### src/rtl/pfb_pkg.sv
package pfb_pkg;
  // Controller sequencing states
  typedef enum logic [1:0] {
    S_IDLE = 2'd0,  // waiting for a fetch
    S_FILL = 2'd1,  // streaming a line from flash
    S_ARM  = 2'd2,  // deciding on a next-line fill
    S_DIR  = 2'd3   // single direct read, buffers off
  } pfb_state_e;

  // Event vector bit positions
  localparam int EVT_ROM    = 0;
  localparam int EVT_FETERR = 1;
  localparam int EVT_ABORT  = 2;
  localparam int EVT_MIRROR = 3;
endpackage

### src/rtl/pfb_lru.sv
module pfb_lru #(
  parameter int NUM_BUF = 4,
  localparam int IW = $clog2(NUM_BUF)
) (
  input  logic          clk,
  input  logic          rst_n,
  input  logic          touch_en,
  input  logic [IW-1:0] touch_idx,
  output logic [IW-1:0] victim
);
  // Each entry holds its recency rank: 0 newest, NUM_BUF-1 oldest.
  logic [IW-1:0]      age_q [NUM_BUF];
  logic [IW-1:0]      age_n [NUM_BUF];
  logic [NUM_BUF-1:0] is_old;

  for (genvar g = 0; g < NUM_BUF; g++) begin : g_rank
    always_comb begin
      age_n[g] = age_q[g];
      if (touch_idx == IW'(g))
        age_n[g] = '0;
      else if (age_q[g] < age_q[touch_idx])
        age_n[g] = age_q[g] + IW'(1);
    end

    always_ff @(posedge clk or negedge rst_n) begin
      if (!rst_n)        age_q[g] <= IW'(g);
      else if (touch_en) age_q[g] <= age_n[g];
    end

    assign is_old[g] = (age_q[g] == IW'(NUM_BUF - 1));
  end

  always_comb begin
    victim = '0;
    for (int i = 0; i < NUM_BUF; i++)
      if (is_old[i]) victim = IW'(i);
  end


  single_oldest_chk: assert property (@(posedge clk) disable iff (!rst_n)
    $countones(is_old) == 1);
endmodule

### src/rtl/pfb_line_store.sv
module pfb_line_store #(
  parameter int NUM_BUF = 4,
  parameter int WORDS   = 8,
  parameter int DATA_W  = 32,
  parameter int TAG_W   = 13,
  localparam int IW = $clog2(NUM_BUF),
  localparam int WW = $clog2(WORDS)
) (
  input  logic              clk,
  input  logic              rst_n,
  input  logic [TAG_W-1:0]  lk_tag,
  input  logic [WW-1:0]     lk_word,
  input  logic [TAG_W-1:0]  nx_tag,
  input  logic              wr_en,
  input  logic [IW-1:0]     wr_buf,
  input  logic [WW-1:0]     wr_word,
  input  logic [DATA_W-1:0] wr_data,
  input  logic              alloc_en,
  input  logic [IW-1:0]     alloc_buf,
  input  logic [TAG_W-1:0]  alloc_tag,
  input  logic              seal_en,
  input  logic [IW-1:0]     seal_buf,
  input  logic              inv_all,
  output logic              hit,
  output logic [IW-1:0]     hit_buf,
  output logic [DATA_W-1:0] hit_data,
  output logic              nx_hit
);
  logic [DATA_W-1:0]  mem_q [NUM_BUF*WORDS];
  logic [TAG_W-1:0]   tag_q [NUM_BUF];
  logic               vld_q [NUM_BUF];
  logic [NUM_BUF-1:0] vld_vec, match, nmatch;

  // Line data: no reset needed, guarded by the valid flags.
  always_ff @(posedge clk) begin
    if (wr_en) mem_q[{wr_buf, wr_word}] <= wr_data;
  end

  for (genvar g = 0; g < NUM_BUF; g++) begin : g_line
    logic vld_n;
    always_comb begin
      vld_n = vld_q[g];
      if (inv_all)                                  vld_n = 1'b0;
      else if (alloc_en && alloc_buf == IW'(g))     vld_n = 1'b0;
      else if (seal_en && seal_buf == IW'(g))       vld_n = 1'b1;
    end

    always_ff @(posedge clk or negedge rst_n) begin
      if (!rst_n) begin
        vld_q[g] <= 1'b0;
        tag_q[g] <= '0;
      end else begin
        vld_q[g] <= vld_n;
        if (alloc_en && alloc_buf == IW'(g)) tag_q[g] <= alloc_tag;
      end
    end

    assign vld_vec[g] = vld_q[g];
    assign match[g]   = vld_q[g] && (tag_q[g] == lk_tag);
    assign nmatch[g]  = vld_q[g] && (tag_q[g] == nx_tag);
  end

  always_comb begin
    hit_buf = '0;
    for (int i = 0; i < NUM_BUF; i++)
      if (match[i]) hit_buf = IW'(i);
  end

  assign hit      = |match;
  assign nx_hit   = |nmatch;
  assign hit_data = mem_q[{hit_buf, lk_word}];


  unique_line_chk: assert property (@(posedge clk) disable iff (!rst_n)
    $onehot0(match));

  inv_clear_chk: assert property (@(posedge clk) disable iff (!rst_n)
    inv_all |=> (vld_vec == '0));
endmodule

### src/rtl/pfb_flash_prefetch.sv
module pfb_flash_prefetch
  import pfb_pkg::*;
#(
  parameter int ADDR_W      = 16,
  parameter int DATA_W      = 32,
  parameter int NUM_BUF     = 4,
  parameter int LINE_WORDS  = 8,
  parameter int EARLY_IDX   = 3,
  parameter int EVT_W       = 4,
  parameter bit EN_AT_RESET = 1'b1
) (
  input  logic              clk,
  input  logic              rst_n,
  input  logic              cpu_valid,
  input  logic [ADDR_W-1:0] cpu_addr,
  output logic              cpu_ready,
  output logic [DATA_W-1:0] cpu_rdata,
  output logic              fl_rd,
  output logic [ADDR_W-1:0] fl_addr,
  input  logic              fl_rvalid,
  input  logic [DATA_W-1:0] fl_rdata,
  input  logic              cfg_we,
  input  logic              cfg_force_on,
  input  logic              cfg_force_off,
  input  logic [EVT_W-1:0]  inv_evt,
  output logic              pf_active
);
  localparam int WW    = $clog2(LINE_WORDS);
  localparam int IW    = $clog2(NUM_BUF);
  localparam int TAG_W = ADDR_W - WW;
  localparam logic [WW-1:0] EARLY_W = WW'(EARLY_IDX);
  localparam logic [WW-1:0] LAST_W  = WW'(LINE_WORDS - 1);

  pfb_state_e        state_q, state_n;
  logic [WW-1:0]     cnt_q, cnt_n, tgt_q, tgt_n;
  logic [IW-1:0]     fbuf_q, fbuf_n;
  logic [TAG_W-1:0]  tag_q, tag_n;
  logic              pf_q, pf_n, kill_q, kill_n, issue_q, issue_n;
  logic              en_q, en_n, pon_q, pon_n, poff_q, poff_n;
  logic              rdy_q, rdy_n;
  logic [DATA_W-1:0] rdata_q, rdata_n;

  logic [TAG_W-1:0]  cpu_tag, nx_tag, alloc_tag;
  logic [WW-1:0]     cpu_word;
  logic              inv_all, hit, nx_hit, can_hit;
  logic [IW-1:0]     hit_buf, victim, touch_idx;
  logic [DATA_W-1:0] hit_data;
  logic              touch_en, alloc_en, wr_en, seal_en, pon_w, poff_w;

  assign cpu_tag  = cpu_addr[ADDR_W-1:WW];
  assign cpu_word = cpu_addr[WW-1:0];
  assign nx_tag   = tag_q + TAG_W'(1);
  assign inv_all  = cfg_we | (|inv_evt);
  assign wr_en    = (state_q == S_FILL) && fl_rvalid;
  assign seal_en  = wr_en && (cnt_q == LAST_W) && !kill_q;
  assign can_hit  = cpu_valid && !rdy_q && en_q && hit &&
                    ((state_q == S_IDLE) || (state_q == S_FILL && pf_q));

  pfb_lru #(.NUM_BUF(NUM_BUF)) i_lru (
    .clk(clk), .rst_n(rst_n), .touch_en(touch_en),
    .touch_idx(touch_idx), .victim(victim)
  );

  pfb_line_store #(
    .NUM_BUF(NUM_BUF), .WORDS(LINE_WORDS), .DATA_W(DATA_W), .TAG_W(TAG_W)
  ) i_store (
    .clk(clk), .rst_n(rst_n),
    .lk_tag(cpu_tag), .lk_word(cpu_word), .nx_tag(nx_tag),
    .wr_en(wr_en), .wr_buf(fbuf_q), .wr_word(cnt_q), .wr_data(fl_rdata),
    .alloc_en(alloc_en), .alloc_buf(victim), .alloc_tag(alloc_tag),
    .seal_en(seal_en), .seal_buf(fbuf_q), .inv_all(inv_all),
    .hit(hit), .hit_buf(hit_buf), .hit_data(hit_data), .nx_hit(nx_hit)
  );

  // Sequencing
  always_comb begin
    state_n = state_q;  cnt_n = cnt_q;  tgt_n = tgt_q;  fbuf_n = fbuf_q;
    tag_n = tag_q;  pf_n = pf_q;  kill_n = kill_q | inv_all;
    issue_n = 1'b0;  rdy_n = 1'b0;  rdata_n = rdata_q;
    touch_en = 1'b0;  touch_idx = hit_buf;  alloc_en = 1'b0;  alloc_tag = cpu_tag;
    case (state_q)
      S_IDLE: begin
        if (cpu_valid && !rdy_q) begin
          if (!en_q) begin
            state_n = S_DIR;  tag_n = cpu_tag;  tgt_n = cpu_word;  issue_n = 1'b1;
          end else if (hit) begin
            rdy_n = 1'b1;  rdata_n = hit_data;  touch_en = 1'b1;  tag_n = cpu_tag;
            if (cpu_word >= EARLY_W) state_n = S_ARM;
          end else begin
            state_n = S_FILL;  tag_n = cpu_tag;  tgt_n = cpu_word;  cnt_n = '0;
            pf_n = 1'b0;  kill_n = 1'b0;  fbuf_n = victim;  alloc_en = 1'b1;
            touch_en = 1'b1;  touch_idx = victim;  issue_n = 1'b1;
          end
        end
      end
      S_ARM: begin
        if (en_q && !nx_hit) begin
          state_n = S_FILL;  tag_n = nx_tag;  cnt_n = '0;  pf_n = 1'b1;
          kill_n = 1'b0;  fbuf_n = victim;  alloc_en = 1'b1;  alloc_tag = nx_tag;
          touch_en = 1'b1;  touch_idx = victim;  issue_n = 1'b1;
        end else begin
          state_n = S_IDLE;
        end
      end
      S_FILL: begin
        if (can_hit) begin
          rdy_n = 1'b1;  rdata_n = hit_data;  touch_en = 1'b1;
        end
        if (fl_rvalid) begin
          if (!pf_q && cnt_q == tgt_q) begin
            rdy_n = 1'b1;  rdata_n = fl_rdata;
          end
          if (cnt_q == LAST_W) begin
            state_n = (!pf_q && tgt_q >= EARLY_W) ? S_ARM : S_IDLE;
          end else begin
            cnt_n = cnt_q + WW'(1);  issue_n = 1'b1;
          end
        end
      end
      S_DIR: begin
        if (fl_rvalid) begin
          rdy_n = 1'b1;  rdata_n = fl_rdata;  state_n = S_IDLE;
        end
      end
      default: state_n = S_IDLE;
    endcase
  end

  // Enable control: pending force bits take effect only when idle.
  always_comb begin
    pon_w  = cfg_we ? (cfg_force_on & ~cfg_force_off) : pon_q;
    poff_w = cfg_we ? cfg_force_off : poff_q;
    if (state_q == S_IDLE) begin
      en_n   = poff_w ? 1'b0 : (pon_w ? 1'b1 : en_q);
      pon_n  = 1'b0;
      poff_n = 1'b0;
    end else begin
      en_n   = en_q;
      pon_n  = pon_w;
      poff_n = poff_w;
    end
  end

  always_ff @(posedge clk or negedge rst_n) begin
    if (!rst_n) begin
      state_q <= S_IDLE;  cnt_q <= '0;  tgt_q <= '0;  fbuf_q <= '0;  tag_q <= '0;
      pf_q <= 1'b0;  kill_q <= 1'b0;  issue_q <= 1'b0;
      en_q <= EN_AT_RESET;  pon_q <= 1'b0;  poff_q <= 1'b0;
      rdy_q <= 1'b0;  rdata_q <= '0;
    end else begin
      state_q <= state_n;  cnt_q <= cnt_n;  tgt_q <= tgt_n;  fbuf_q <= fbuf_n;
      tag_q <= tag_n;  pf_q <= pf_n;  kill_q <= kill_n;  issue_q <= issue_n;
      en_q <= en_n;  pon_q <= pon_n;  poff_q <= poff_n;
      rdy_q <= rdy_n;
      if (rdy_n) rdata_q <= rdata_n;
    end
  end

  assign cpu_ready = rdy_q;
  assign cpu_rdata = rdata_q;
  assign fl_rd     = issue_q;
  assign fl_addr   = {tag_q, (state_q == S_DIR) ? tgt_q : cnt_q};
  assign pf_active = en_q;


  hit_no_flash_chk: assert property (@(posedge clk) disable iff (!rst_n)
    (state_q == S_IDLE && cpu_valid && !rdy_q && en_q && hit) |=> (cpu_ready && !fl_rd));

  ready_pulse_chk: assert property (@(posedge clk) disable iff (!rst_n)
    cpu_ready |=> !cpu_ready);

  one_outstanding_chk: assert property (@(posedge clk) disable iff (!rst_n)
    fl_rd |=> !fl_rd);

  en_hold_busy_chk: assert property (@(posedge clk) disable iff (!rst_n)
    (state_q != S_IDLE) |=> $stable(en_q));
endmodule

### config.mk
export PLATFORM = sky130hd
export DESIGN_NAME = pfb_flash_prefetch
export DESIGN_NICKNAME = d
export VERILOG_FILES = /design/src/rtl/pfb_pkg.sv /design/src/rtl/pfb_lru.sv /design/src/rtl/pfb_line_store.sv /design/src/rtl/pfb_flash_prefetch.sv
export SDC_FILE = /design/constraint.sdc
export NUM_CORES = 1
export LEC_CHECK = 0
export BUFFER_PORTS_ARGS = -buffer_cell sky130_fd_sc_hd__clkbuf_2
export CORE_MARGIN = 3
export CORE_UTILIZATION = 65
export CTS_BUF_LIST = sky130_fd_sc_hd__clkbuf_8
export DETAILED_ROUTE_END_ITERATION = 12
export GPL_TIMING_DRIVEN = 0
export PLACE_DENSITY = 0.87
export SLEW_MARGIN = 20
export SYNTH_ARGS = -nofsm -noshare
export SYNTH_HDL_FRONTEND = slang
export SYNTH_SLANG_ARGS = --single-unit
export TNS_END_PERCENT = 30
### constraint.sdc
create_clock -name clk -period 4.4 [get_ports clk]
set_input_delay 0.22 -clock clk [delete_from_list [all_inputs] [get_ports clk]]
set_output_delay 0.22 -clock clk [all_outputs]
set_load 0.02 [all_outputs]
**Word level (Yosys, flattened, before mapping)**

Memories as Yosys holds them, arrays and structs flattened.
Cells that the tools add are included.
W data, S select, Z words.

- Bits in registers: 126
- RAM bits: 1024
- Input port bits: 59
- Word-level logic and storage cells: 253
- Memories kept: 1

- $add $sub $neg: 6
- Order comparisons: 7
- Equal/unequal tests: 36
- Muxes and demuxes: 111
- Bitwise gates (word level): 5
- Reductions and logical operators: 62

Memories:

| memory | depth | width | rd ports | clocked after memory_dff | write ports | RTL line | RTL |
|---|---|---|---|---|---|---|---|
| i_store.mem_q | 32 | 32 | 1 | 0 | 1 | pfb_line_store.sv:29 | `logic [DATA_W-1:0] mem_q [NUM_BUF*WORDS];` |

Operators with widths:

| operator | count |
|---|---|
| $mux W32 | 7 |
| $eq A13 B13 Y1 | 8 |
| $pmux W32 S3 | 1 |
| $mux W2 | 30 |
| $mux W13 | 4 |
| $mux W1 | 48 |
| $logic_and A1 B1 Y1 | 27 |
| $mux W3 | 9 |
| $pmux W13 S2 | 1 |
| $eq A2 B2 Y1 const B | 11 |
| $ne A2 B2 Y1 const B | 10 |
| $reduce_bool A3 Y1 | 6 |
| $add A13 B1 Y13 const B | 1 |
| $reduce_bool A2 Y1 | 6 |
| $reduce_or A4 Y1 | 3 |
| $reduce_and A2 Y1 | 5 |
| $reduce_and A5 Y1 | 2 |
| $pmux W1 S3 | 3 |
| $pmux W3 S3 | 1 |
| $add A2 B1 Y2 const B | 4 |
| $eq A2 B1 Y1 const B | 4 |
| $logic_not A2 Y1 | 4 |
| $lt A2 B2 Y1 | 4 |
| $pmux W2 S2 | 2 |
| 18 further kinds | 26 |

**Logic depth before layout (Yosys ltp)**

- Word-level depth: 16
- Depth in mapped cells: 17

**By module**

From an unflattened synthesis, not the netlist that was laid out.

- Cells, all modules: 2680
- Area, all modules: 47958.5 µm²

By module, submodules not included:

| module | instances | cells each | area an instance (µm²) | seq. area each (µm²) |
|---|---|---|---|---|
| pfb_line_store | 1 | 2035 | 42952.4 | 32150.8 |
| pfb_flash_prefetch | 1 | 568 | 4281.6 | 1552.7 |
| pfb_lru | 1 | 77 | 724.4 | 205.2 |

**Worst setup path after synthesis**

OpenSTA, ideal clock, no wires.

- Path kind: flip-flop to flip-flop
- Start point: register tag_q[1]
- End point: register i_store.tag_q[30] (netlist bit)
- Data arrival time: 3869 ps
- Setup slack: 406 ps
- Stages on the path, launching flop included: 16
- Path through: dfrtp_1 ha_1 buf_4 nand2_1 o31ai_2 a21boi_0 o221ai_1 or4_1 o32ai_2 nor2_1 nor2_2 nor2_1 clkbuf_1 nand3_1 buf_4 mux2_2

- Longest elaborated chain between the ends: 9
- Elaborated cells on any way between the ends: 17

Ends and longest elaborated chain:

| element | RTL line | RTL |
|---|---|---|
| from (decl) | pfb_flash_prefetch.sv:37 | `logic [TAG_W-1:0] tag_q, tag_n;` |
| from (signal assigned) | pfb_flash_prefetch.sv:152 | `tag_q <= tag_n; pf_q <= pf_n; kill_q <= kill_n; issue_q <= issue_n;` |
| $add A13 B1 Y13 (*) | pfb_flash_prefetch.sv:52 | `assign nx_tag = tag_q + TAG_W'(1);` |
| $eq A13 B13 Y1 | pfb_line_store.sv:60 | `assign nmatch[g] = vld_q[g] && (tag_q[g] == nx_tag);` |
| $logic_and A1 B1 Y1 | pfb_line_store.sv:60 |  |
| $reduce_or A4 Y1 | pfb_line_store.sv:70 | `assign nx_hit = \|nmatch;` |
| $logic_not A1 Y1 | pfb_flash_prefetch.sv:97 | `if (en_q && !nx_hit) begin` |
| $logic_and A1 B1 Y1 | pfb_flash_prefetch.sv:97 |  |
| $mux W1 | pfb_flash_prefetch.sv:97 |  |
| $pmux W1 S2 | pfb_flash_prefetch.sv:81 | `case (state_q)` |
| $logic_and A1 B1 Y1 | pfb_line_store.sv:54 | `if (alloc_en && alloc_buf == IW'(g)) tag_q[g] <= alloc_tag;` |
| to (signal, indexed assignment) | pfb_line_store.sv:54 |  |
| to (decl) | pfb_line_store.sv:30 | `logic [TAG_W-1:0] tag_q [NUM_BUF];` |

Mark *: on every way between the ends. The rest lies on a longest branch, timed or not.
A chain may end at the register's enable or synchronous reset.

**Final worst setup path**

- Start point: register tag_q[3]
- End point: register i_lru.age_q[5] (netlist bit)

- Longest elaborated chain between the ends: 15
- Elaborated cells on any way between the ends: 25

Ends and longest elaborated chain:

| element | RTL line | RTL |
|---|---|---|
| $add A13 B1 Y13 (*) | pfb_flash_prefetch.sv:52 |  |
| $eq A13 B13 Y1 | pfb_line_store.sv:60 |  |
| $logic_and A1 B1 Y1 | pfb_line_store.sv:60 |  |
| $reduce_or A4 Y1 (*) | pfb_line_store.sv:70 |  |
| $logic_not A1 Y1 (*) | pfb_flash_prefetch.sv:97 |  |
| $logic_and A1 B1 Y1 (*) | pfb_flash_prefetch.sv:97 |  |
| $mux W2 | pfb_flash_prefetch.sv:97 |  |
| $pmux W2 S2 | pfb_flash_prefetch.sv:81 |  |
| $not A2 Y3 (not written as such) | pfb_lru.sv:21 | `else if (age_q[g] < age_q[touch_idx])` |
| $bmux W2 S2 | pfb_lru.sv:21 |  |
| $mux W2 (not written as such) (2 in a row) | pfb_lru.sv:21 |  |
| $lt A2 B2 Y1 | pfb_lru.sv:21 |  |
| $reduce_bool A2 Y1 (no line) | n/a |  |
| $reduce_and A2 Y1 (no line) | n/a |  |
| to (signal, indexed assignment) | pfb_lru.sv:26 | `if (!rst_n) age_q[g] <= IW'(g);` |
| to (signal, indexed assignment) | pfb_lru.sv:27 | `else if (touch_en) age_q[g] <= age_n[g];` |
| to (decl) | pfb_lru.sv:12 | `logic [IW-1:0] age_q [NUM_BUF];` |

Mark *: on every way between the ends. The rest lies on a longest branch, timed or not. The select of a mux whose other input is x is not followed.

==> flow_metrics.tcl <==
set metrics [dict create \
    p_clk_frac 0.312 \
    worst_path_dominant_cell_family "compound AO/OA/AOI/OAI gates" \
    drt_first_pass_iters 7 \
    synth-edff-count 1024 \
    yosysSeqAreaShare 0.7109 \
    grt_start_max_net_pins 83 \
    worst_setup_path_end_kind "flip-flop" \
    post_syn_area_um2 47700 \
    mostFrequentLayoutCells "sky130_fd_sc_hd__edfxtp_1, sky130_fd_sc_hd__mux4_2, sky130_fd_sc_hd__clkbuf_8" \
    postSynthCellCount 2629 \
    fillCellCount 3736 \
    finalHoldViolations 0 \
    grt.total_usage 0.3640 \
    timing.critical_path.arrival_ns 4.97 \
    cts_num_sinks 1150 \
    post-layout-total-power_w 0.02691 \
    gp_congestion 0.9701 \
    worst_hold_path.num_cells 4 \
    dpl.cell_count 3707 \
    wire_length_of_the_first_global_routing_pass_mm 200.8 \
    postRouteAntennaNets 0 \
    tritoncts.num_buffers 171 \
    ctsLongestPathBuffers 3 \
    path_max_fanout 10 \
    timing.final.ws_setup_ns 0.1426 \
    post_route_cells_drive_above_1_share 0.2765 \
    ys.warnings.count 0 \
    htree_num_levels 4 \
    worst-r2r-cell-count 15 \
    die_area_um2 76670 \
    initial_standard_cell_utilization_of_the_core 0.6616 \
    synthesis.nets 2698 \
    min_period_ns 4.257 \
    cts_tree "done" \
    worst-endpoint-required_ns 5.11 \
    net-switching-power_w 0.008271 \
    placeableCoreArea_um2 72100 \
    route.vias.total 29011 \
    ioPinCount 110 \
    final_min_period_over_clock_period 0.9676 \
    route.final.wire_length_mm 137.8 \
    post-place-ws_ns -1.497 \
    timing.slew.headroom 0.2401 \
    static-leakage-power_nw 18.34 \
    drt_iter0_drc 4679 \
    grt_pass1_vias 29705 \
    maxSlewViolCount 0 \
    layoutNonFillerInstCount 4056 \
    route.detailed.wl_per_inst_um 33.98 \
    timing.critical_path.buf_inv 3 \
    vdd_drop_max_mv 0.4180 \
    worstSetupPathType "flip-flop to flip-flop" \
    power.switching_fraction 0.3073 \
    path_depth 15 \
    syn_avg_cell_area_um2 18.14 \
    clk-insertion-delay-late_ns 0.84 \
    vias_per_cell 7.153 \
    setup_viol 0 \
    worst_hold_slack_ns 0.08878 \
    share_comb_of_total_power 0.200 \
    horizontal_extent_of_the_die_um 276.9 \
    clk_root_buffer_cell "sky130_fd_sc_hd__clkbuf_8" \
    die_h_um 276.9 \
    io_buffer_count 93 \
    timing.critical_path.from_type "flip-flop" \
    cpPeakStageDelay_ns 0.56 \
    synthToLayoutAreaGrowth_pct 13.83 \
    max_freq_mhz 234.9 \
    synth.distinct_cells 89 \
    timing.clock.skew_ns 0.04687 \
    grt_overflow_total 0 \
    worstHoldPathType "input port to flip-flop" \
    maxCapViolations 0 \
    synth-async-reset-ratio 0.1096 \
    power.internal_w 0.01864 \
    drt_drc_violations_left 0 \
    path_cells "buf_4 -> and4_1 -> clkbuf_4 -> nand4_4 -> xnor2_4 -> a211o_1 -> or4_4 -> o21ai_0 -> o311a_4 -> or2_0 -> buf_2 -> a21oi_1 -> mux2_4 -> o21a_1 -> a311o_1" \
    ys_dominant_reg_cell "sky130_fd_sc_hd__edfxtp_1" \
    antenna_violations_before_repair 4 \
    post-route-util 0.7531 \
    cts.clk_slew.worst_paths_ns 0.07 \
    synth.ff_latch_count 1150 \
    critical_path.slowest_cell "sky130_fd_sc_hd__or4_4" \
    layout_commonest_cell "sky130_fd_sc_hd__edfxtp_1" \
    num-nets-final 3034 \
    cellPowerDensity_nw_per_um2 495.6 \
    fp-row-count 98 \
    place.detailed.hpwl_mm 88.21 \
    actual_slew_at_the_worst_max_slew_pin_ns 1.140 \
    power.share.sequential 0.488 \
    outcome "finished clean" \
]
-- power by group through the flow --
stage          Combinational [W]  Clock [W]  Sequential [W]
6_report                 0.00538    0.00840          0.0131
5_1_grt                  0.00563    0.00890          0.0132
4_1_cts                  0.00514    0.00841          0.0131
3_5_place_dp             0.00494          0          0.0133
3_3_place_gp             0.00458          0          0.0133
2_1_floorplan            0.00278          0          0.0134
-- per-layer routing --
metal,vias to the layer above,track usage,part of all wire
met3,635,0.08076,0.12
li1,11264,-,-
met1,14418,0.4549,0.32
met4,2,0.2201,0.074
met5,-,0,0.000065
met2,2692,0.5914,0.49
-- kinds of logic after synthesis --
group	Yosys count	synth area share
compound gates	331	0.04365
xor+xnor	101	0.01915
fa+ha+maj	11	0.002833
buf+inv	181	0.01532
simple gates	436	0.04297
flops	1150	0.7109
mux	419	0.1652
-- stage by stage --
step | setup TNS [ns] | cell area [µm²]
2_1_floorplan | 0 | 47700
3_3_place_gp | -429.08 | 49350
3_5_place_dp | -88.99 | 50350
4_1_cts | 0 | 54000
5_1_grt | -0.03193 | 54300
6_report | 0 | 54300
-- worst register-to-register path: stages, from the launching register on --
cell,delay (ns)
sky130_fd_sc_hd__dfrtp_1,0.34
sky130_fd_sc_hd__buf_4,0.23
sky130_fd_sc_hd__and4_1,0.20
sky130_fd_sc_hd__clkbuf_4,0.22
sky130_fd_sc_hd__nand4_4,0.20
sky130_fd_sc_hd__xnor2_4,0.25
sky130_fd_sc_hd__a211o_1,0.33
sky130_fd_sc_hd__or4_4,0.56
sky130_fd_sc_hd__o21ai_0,0.35
sky130_fd_sc_hd__o311a_4,0.30
sky130_fd_sc_hd__or2_0,0.13
sky130_fd_sc_hd__buf_2,0.15
sky130_fd_sc_hd__a21oi_1,0.08
sky130_fd_sc_hd__mux2_4,0.35
sky130_fd_sc_hd__o21a_1,0.19
sky130_fd_sc_hd__a311o_1,0.26
-- cell usage after synthesis, drive strengths merged (4+ instances only) --
cell type	count	area share
edfxtp	1024	0.64
mux4	288	0.14
nand2	164	0.013
o21ai	162	0.017
nor2	128	0.010
dfrtp	121	0.063
clkbuf	113	0.0089
xnor2	78	0.015
mux2i	68	0.014
mux2	63	0.015
buf	49	0.0049
a21oi	46	0.0049
a22oi	33	0.0052
nand4	29	0.0042
xor2	22	0.0040
inv	19	0.0015
nor3	19	0.0024
nand3	17	0.0018
nor2b	15	0.0020
ha	10	0.0026
nor4	10	0.0013
nand2b	9	0.0012
and3	8	0.0010
a211oi	7	0.0011
a31oi	7	0.00092
o22a	7	0.0013
o21a	6	0.00094
or3	6	0.00079
dfstp	5	0.0028
o31ai	5	0.00089
or2	5	0.00066
or4	5	0.00087
a211o	4	0.00073
a21boi	4	0.00063
a21o	4	0.00063
nand3b	4	0.00063
nor3b	4	0.00063
o2111ai	4	0.00087
o221a	4	0.00094
-- layout make-up --
cell class,count,area [µm²],share of cell area
flip-flops and latches,1150,33910,0.6245
clock inverters,125,713.2,0.01313
repair buffers,166,1600,0.02947
diodes,3,7.507,0.0001383
plain buffers,159,703.2,0.01295
clock buffers,186,2560,0.04715
inverters,19,71.32,0.001313
well taps,950,1189,0.02189
multi-input cells,1298,13540,0.2494
-- sequential cells by signal (all words and copies together) (netlist names), 3 cells and up --
signal	flops
cpu_rdata	32
i_store.mem_q	1024
i_lru.age_q	8
cnt_q	3
tgt_q	3
i_store.tag_q	52
tag_q	13
i_store.vld_q	4
-- path summary, 6_finish.rpt --
path / from / endpoint / slack, ns
max in group asynchronous: rst_n / cpu_rdata[9] / 3.39
setup / recovery: tag_q[3] / i_lru.age_q[5] / 0.14
hold / removal: cpu_addr[5] / tag_q[2] / 0.09
hold reg to reg: cpu_rdata[27] / cpu_rdata[27] / 0.50
min in group asynchronous: rst_n / tag_q[3] / 0.51
setup reg to reg: tag_q[3] / i_lru.age_q[5] / 0.14
-- timing repair --
action,in CTS,in global routing
hold endpoints to repair,141,0
buffers inserted,5,14
pin swaps,6,8
setup endpoints to repair,104,82
gates cloned,0,0
resized for setup,34,46
hold buffers,19,0
Note: power is estimated with default switching activity, not from simulation.
